File: config.mk
export PLATFORM = sky130hd
export DESIGN_NAME = ack_timing_ctrl
export DESIGN_NICKNAME = d
export VERILOG_FILES = /design/src/rtl/ack_tim_pkg.sv /design/src/rtl/ack_trig_sync.sv /design/src/rtl/ack_sym_counter.sv /design/src/rtl/ack_lat_timer.sv /design/src/rtl/ack_timing_ctrl.sv
export SDC_FILE = /design/constraint.sdc
export NUM_CORES = 1
export LEC_CHECK = 0
export ABC_AREA = 1
export CAP_MARGIN = 20
export CORE_AREA = 3 3 51 53
export CTS_BUF_LIST = sky130_fd_sc_hd__clkbuf_4
export DETAILED_ROUTE_END_ITERATION = 16
export DIE_AREA = 0 0 54 56
export HOLD_SLACK_MARGIN = 0.02
export PLACE_DENSITY = 0.66
export SLEW_MARGIN = 20
export SYNTH_ARGS = -nofsm -noshare
export SYNTH_HDL_FRONTEND = slang
export SYNTH_SLANG_ARGS = --single-unit
File: constraint.sdc
create_clock -name clk -period 2.2 [get_ports clk]
set_input_delay 0.22 -clock clk [delete_from_list [all_inputs] [get_ports clk]]
set_output_delay 0.22 -clock clk [all_outputs]
set_load 0.02 [all_outputs]
File: src/rtl/ack_tim_pkg.sv
package ack_tim_pkg;

   typedef enum logic [2:0] {
      S_RX_ON   = 3'd0,
      S_BUSY    = 3'd1,
      S_COUNT   = 3'd2,
      S_WAIT    = 3'd3,
      S_TRIGDLY = 3'd4
   } ack_state_e;

   typedef enum logic [1:0] {
      ST_IDLE = 2'b00,
      ST_WAIT = 2'b01
   } ack_status_e;

   typedef enum logic [1:0] {
      M_LONG  = 2'd0,
      M_SHORT = 2'd1,
      M_SLOT  = 2'd2
   } ack_mode_e;

   function automatic int max3(input int a, input int b, input int c);
      int m;
      m = (a > b) ? a : b;
      return (m > c) ? m : c;
   endfunction

endpackage

File: src/rtl/ack_trig_sync.sv
module ack_trig_sync #(
   parameter int STAGES = 2
) (
   input  logic clk,
   input  logic rst_n,
   input  logic pin,
   output logic rise
);
   logic sync;
   logic prev_q;

   generate
      if (STAGES == 0) begin : g_direct
         assign sync = pin;
      end else begin : g_chain
         logic [STAGES-1:0] sh_q;
         always_ff @(posedge clk or negedge rst_n) begin
            if (!rst_n) sh_q <= '0;
            else        sh_q <= STAGES'({sh_q, pin});
         end
         assign sync = sh_q[STAGES-1];
      end
   endgenerate

   always_ff @(posedge clk or negedge rst_n) begin
      if (!rst_n) prev_q <= 1'b0;
      else        prev_q <= sync;
   end

   assign rise = sync & ~prev_q;
endmodule

File: src/rtl/ack_sym_counter.sv
module ack_sym_counter #(
   parameter int W = 4
) (
   input  logic         clk,
   input  logic         rst_n,
   input  logic         en,
   input  logic         tick,
   input  logic [W-1:0] target,
   output logic         hit
);
   logic [W-1:0] cnt_q;

   always_ff @(posedge clk or negedge rst_n) begin
      if (!rst_n)         cnt_q <= '0;
      else if (!en)       cnt_q <= '0;
      else if (tick)      cnt_q <= cnt_q + 1'b1;
   end

   assign hit = en && tick && (cnt_q == target - 1'b1);
endmodule

File: src/rtl/ack_lat_timer.sv
module ack_lat_timer #(
   parameter int LAT = 16
) (
   input  logic clk,
   input  logic rst_n,
   input  logic en,
   output logic done
);
   localparam int LW = (LAT < 2) ? 1 : $clog2(LAT);
   localparam logic [LW-1:0] LAST = LW'(LAT - 1);

   logic [LW-1:0] cnt_q;

   always_ff @(posedge clk or negedge rst_n) begin
      if (!rst_n)   cnt_q <= '0;
      else if (!en) cnt_q <= '0;
      else          cnt_q <= cnt_q + 1'b1;
   end

   assign done = en && (cnt_q == LAST);
endmodule

File: src/rtl/ack_timing_ctrl.sv
module ack_timing_ctrl
   import ack_tim_pkg::*;
#(
   parameter int READY_SYM        = 6,
   parameter int SHORT_SYM        = 2,
   parameter int LONG_SYM         = 12,
   parameter int TRIG_LAT_CYC     = 16,
   parameter int TRIG_SYNC_STAGES = 2
) (
   input  logic       clk,
   input  logic       rst_n,
   input  logic       sfd_pulse,
   input  logic       eof_pulse,
   input  logic       eof_ack_req,
   input  logic       sym_tick,
   input  logic       cfg_slotted,
   input  logic       cfg_short_turn,
   input  logic       trig_pin,
   output logic       busy_rx,
   output logic       rx_done_irq,
   output logic [1:0] status,
   output logic       ack_start
);
   localparam int SYM_MAX = max3(READY_SYM, SHORT_SYM, LONG_SYM);
   localparam int SW      = $clog2(SYM_MAX + 1);

   generate
      if (READY_SYM < 1 || SHORT_SYM < 1 || LONG_SYM < 1) begin : g_bad_sym
         $error("symbol counts must be at least 1");
      end
      if (SHORT_SYM > LONG_SYM) begin : g_bad_order
         $error("short turnaround must not exceed long turnaround");
      end
      if (TRIG_LAT_CYC < 1) begin : g_bad_lat
         $error("trigger latency must be at least one cycle");
      end
      if (TRIG_SYNC_STAGES < 0 || TRIG_SYNC_STAGES > 3) begin : g_bad_sync
         $error("trigger synchronizer depth must be 0 to 3");
      end
   endgenerate

   ack_state_e  state_q;
   ack_mode_e   mode_q;
   ack_status_e status_q;
   logic        irq_q, ack_q;
   logic        trig_rise, sym_hit, lat_done;
   logic [SW-1:0] target;

   always_comb begin
      case (mode_q)
         M_SLOT:  target = SW'(READY_SYM);
         M_SHORT: target = SW'(SHORT_SYM);
         default: target = SW'(LONG_SYM);
      endcase
   end

   ack_trig_sync #(.STAGES(TRIG_SYNC_STAGES)) i_sync (
      .clk(clk), .rst_n(rst_n), .pin(trig_pin), .rise(trig_rise)
   );

   ack_sym_counter #(.W(SW)) i_symcnt (
      .clk(clk), .rst_n(rst_n), .en(state_q == S_COUNT),
      .tick(sym_tick), .target(target), .hit(sym_hit)
   );

   ack_lat_timer #(.LAT(TRIG_LAT_CYC)) i_lat (
      .clk(clk), .rst_n(rst_n), .en(state_q == S_TRIGDLY), .done(lat_done)
   );

   always_ff @(posedge clk or negedge rst_n) begin
      if (!rst_n) begin
         state_q  <= S_RX_ON;
         mode_q   <= M_LONG;
         status_q <= ST_IDLE;
         irq_q    <= 1'b0;
         ack_q    <= 1'b0;
      end else begin
         irq_q <= 1'b0;
         ack_q <= 1'b0;
         case (state_q)
            S_RX_ON: if (sfd_pulse) state_q <= S_BUSY;
            S_BUSY: if (eof_pulse) begin
               irq_q <= 1'b1;
               if (eof_ack_req) begin
                  mode_q  <= cfg_slotted ? M_SLOT : (cfg_short_turn ? M_SHORT : M_LONG);
                  state_q <= S_COUNT;
               end else begin
                  state_q <= S_RX_ON;
               end
            end
            S_COUNT: if (sym_hit) begin
               if (mode_q == M_SLOT) begin
                  status_q <= ST_WAIT;
                  state_q  <= S_WAIT;
               end else begin
                  ack_q   <= 1'b1;
                  state_q <= S_RX_ON;
               end
            end
            S_WAIT: if (trig_rise) state_q <= S_TRIGDLY;
            S_TRIGDLY: if (lat_done) begin
               ack_q    <= 1'b1;
               status_q <= ST_IDLE;
               state_q  <= S_RX_ON;
            end
            default: state_q <= S_RX_ON;
         endcase
      end
   end

   assign busy_rx     = (state_q == S_BUSY);
   assign rx_done_irq = irq_q;
   assign status      = status_q;
   assign ack_start   = ack_q;
endmodule

==> metrics.txt <==
RD Place Congestion about 0.78; DIE AREA 3020 µm²; crit path max fanout 4; Residual DRC 0; Worst-path clk slew 0.10 ns; Required @ worst endpoint 1.98 ns; Final Setup Violations 0; worst hold-check path type input port to asynchronous set/reset pin; drt wl/cell between 10 and 15 µm; Max Clock Freq 542 MHz; final WL 1690 µm; final worst path period need 1.85 ns; fin. max-slew vios 0; vias in the first global route ~740; Final Power 1.17 mW; Layout area overhead 18.6%; CP Launch Type register; Max Root-Sink Buffers 2; setup_tns 0 ns; dpl hpwl ~1300 µm; share of layout cells above drive strength 1 0.141; reg2reg setup slack 0.67 ns; Layout fillers 205; core footprint 2190 µm²; #FFs+latches synth 19; grt ovf 0; # hold bufs at CTS 0; Reg2Reg Depth 11; initial antenna violation count 0; floorplan row count 17; Period Utilization, post-route 0.839; pin count of the biggest net entering global routing 20; CTS root buf clkbuf_4; max-cap violation count 0; Clock Skews 0.00104 ns; ant diodes 0; FF/Latch Area 475 µm²; clock sink total 19; status finished, final reports clean; area taken by multi-input logic gates 413 µm²; worst reg2reg path startpoint mode_q[0]; Initial Utilization 0.447; first-pass GRT wire length 2950 µm; GRT met3 Usage 0.0402; nature of the critical path endpoint output pin; Most Crowded Layer GR met2; Routed Antenna Nets 0; H-tree depth 1; GRT Overall Usage 0.128; TritonCTS buffer count 3; GR Util met1 0.161; I/O pin count 14; Syn Area/Cell 8.75 µm²; library cells used by synthesis 26; sequential area share after synthesis 0.485; DIE WIDTH 54 µm; peak supply drop between 0.7 and 0.8 mV; Post-Syn Instances 112; CTS tree done; Die Height 56 µm; vias between 700 and 800; critical path class register to output pin; Final Hold Vio Count 0; Ys Warns 0; drt via density 4.86; global-route track usage on met2 0.208; top cells by area, synth dfrtp_1, nand2_1, inv_1, ha_1, nor2_1; initial DRC count 14; reg2reg end state_q[1]; Setup Fix Bufs, Post-CTS 0; Worst EP arrival 1.63 ns; 1st-pass router iterations 4; Yosys top cell by area dfrtp_1; RSZ-0062 raised after global routing false; leakage power 0.556 nW; post-cts resize count 0; synthesized area approximately 980 µm²; clk_lat worst skew 0.29 ns; Final #Nets 141; Port Buffer Count 12; post-synth top area share 0.485; post-synthesis net count 124; power per cell area 1010 nW/µm²
-- critical path, cell delays in order (launching register included) --
cell,delay (ns)
dfrtp_1,0.42
inv_2,0.09
nand3_2,0.14
inv_1,0.08
clkdlybuf4s50_1,0.60
-- layout by cell type (no fill, tap or decap), types with 2 or more instances in the layout --
master           instances
clkinv_2                 2
a21oi_1                  5
nand3_2                  2
nand3_1                  3
nand4_1                  5
dfrtp_1                 19
inv_1                   20
nor2_4                   2
clkbuf_4                 3
o21ai_0                  6
ha_1                     3
nand2_1                 23
clkdlybuf4s50_1         12
nor2_1                   9
-- cells by family (layout without fill, tap and decap cells) --
family,Yosys count,in the layout,synth area share
simple gates,49,49,0.262
buf+inv,23,39,0.0932
flops,19,19,0.485
compound gates,17,17,0.118
fa+ha+maj,3,3,0.0383
other cells,1,1,0.00383
-- flip-flops by register name, indices dropped and copies added (netlist names) --
register             count
i_sync.g_chain.sh_q      2
status                   1
i_symcnt.cnt_q           4
state_q                  3
mode_q                   2
i_sync.prev_q            1
rx_done_irq              1
i_lat.cnt_q              4
ack_start                1
-- how the worst max path moves through the flow --
stage | startpoint | end | slack (ns) | depth (start not counted)
finish | state_q[2] | busy_rx | 0.35 | 4
global route | state_q[2] | busy_rx | 0.27 | 4
CTS | state_q[2] | busy_rx | 0.32 | 4
detailed placement | state_q[2] | busy_rx | 0.68 | 4
global placement | state_q[2] | busy_rx | 0.70 | 4
floorplan | mode_q[0] | status[0] | 0.86 | 11
-- power breakdown --
part           switching (mW)  internal (mW)
Combinational           0.320          0.214
Clock                   0.106         0.0677
Sequential             0.0452          0.417
Total                   0.471          0.698
-- layout make-up --
class / count / area share
sequential: 19 / 0.409
multi-input combinational: 70 / 0.355
timing repair buffer: 13 / 0.110
inverter: 22 / 0.0721
tap: 28 / 0.0301
clock buffer: 3 / 0.0194
clock inverter: 1 / 0.00431
-- synth_stat cells --
library cell  number
nand3_1            3
o21a_1             1
nor2_2             1
nor2_4             2
nand2_1           23
nand2_2            1
a21oi_1            5
nand2_4            1
nand3_4            1
inv_2              1
o21ai_2            1
o21ai_0            6
o22ai_1            1
clkinv_2           1
dfrtp_1           19
inv_1             20
conb_1             1
nor2_1             9
nand3_2            2
buf_4              1
nand4_1            5
o21ai_4            1
o22ai_2            1
or2_1              1
ha_1               3
o32ai_1            1
-- layer usage --
| metal | up-vias | share of wire |
|---|---|---|
| li1 | 388 | - |
| met1 | 355 | 0.47 |
| met2 | 13 | 0.48 |
| met3 | 2 | 0.039 |
| met4 | 0 | 0.011 |
| met5 | - | 0 |
-- stage by stage --
| stage | hold WS [ns] | std cells | instance area, µm² | utilization | setup slack [ns] |
|---|---|---|---|---|---|
| 2_1_floorplan | -0.0756 | 112 | 980 | - | 0.855 |
| 3_3_place_gp | 0.335 | 152 | 1130 | 0.518 | 0.701 |
| 3_5_place_dp | 0.336 | 152 | 1130 | 0.518 | 0.676 |
| 4_1_cts | 0.239 | 156 | 1160 | 0.531 | 0.323 |
| 5_1_grt | 0.248 | 156 | 1160 | 0.531 | 0.272 |
| 6_report | 0.244 | 156 | 1160 | 0.531 | 0.353 |
Power figures use the tool's default switching activity.
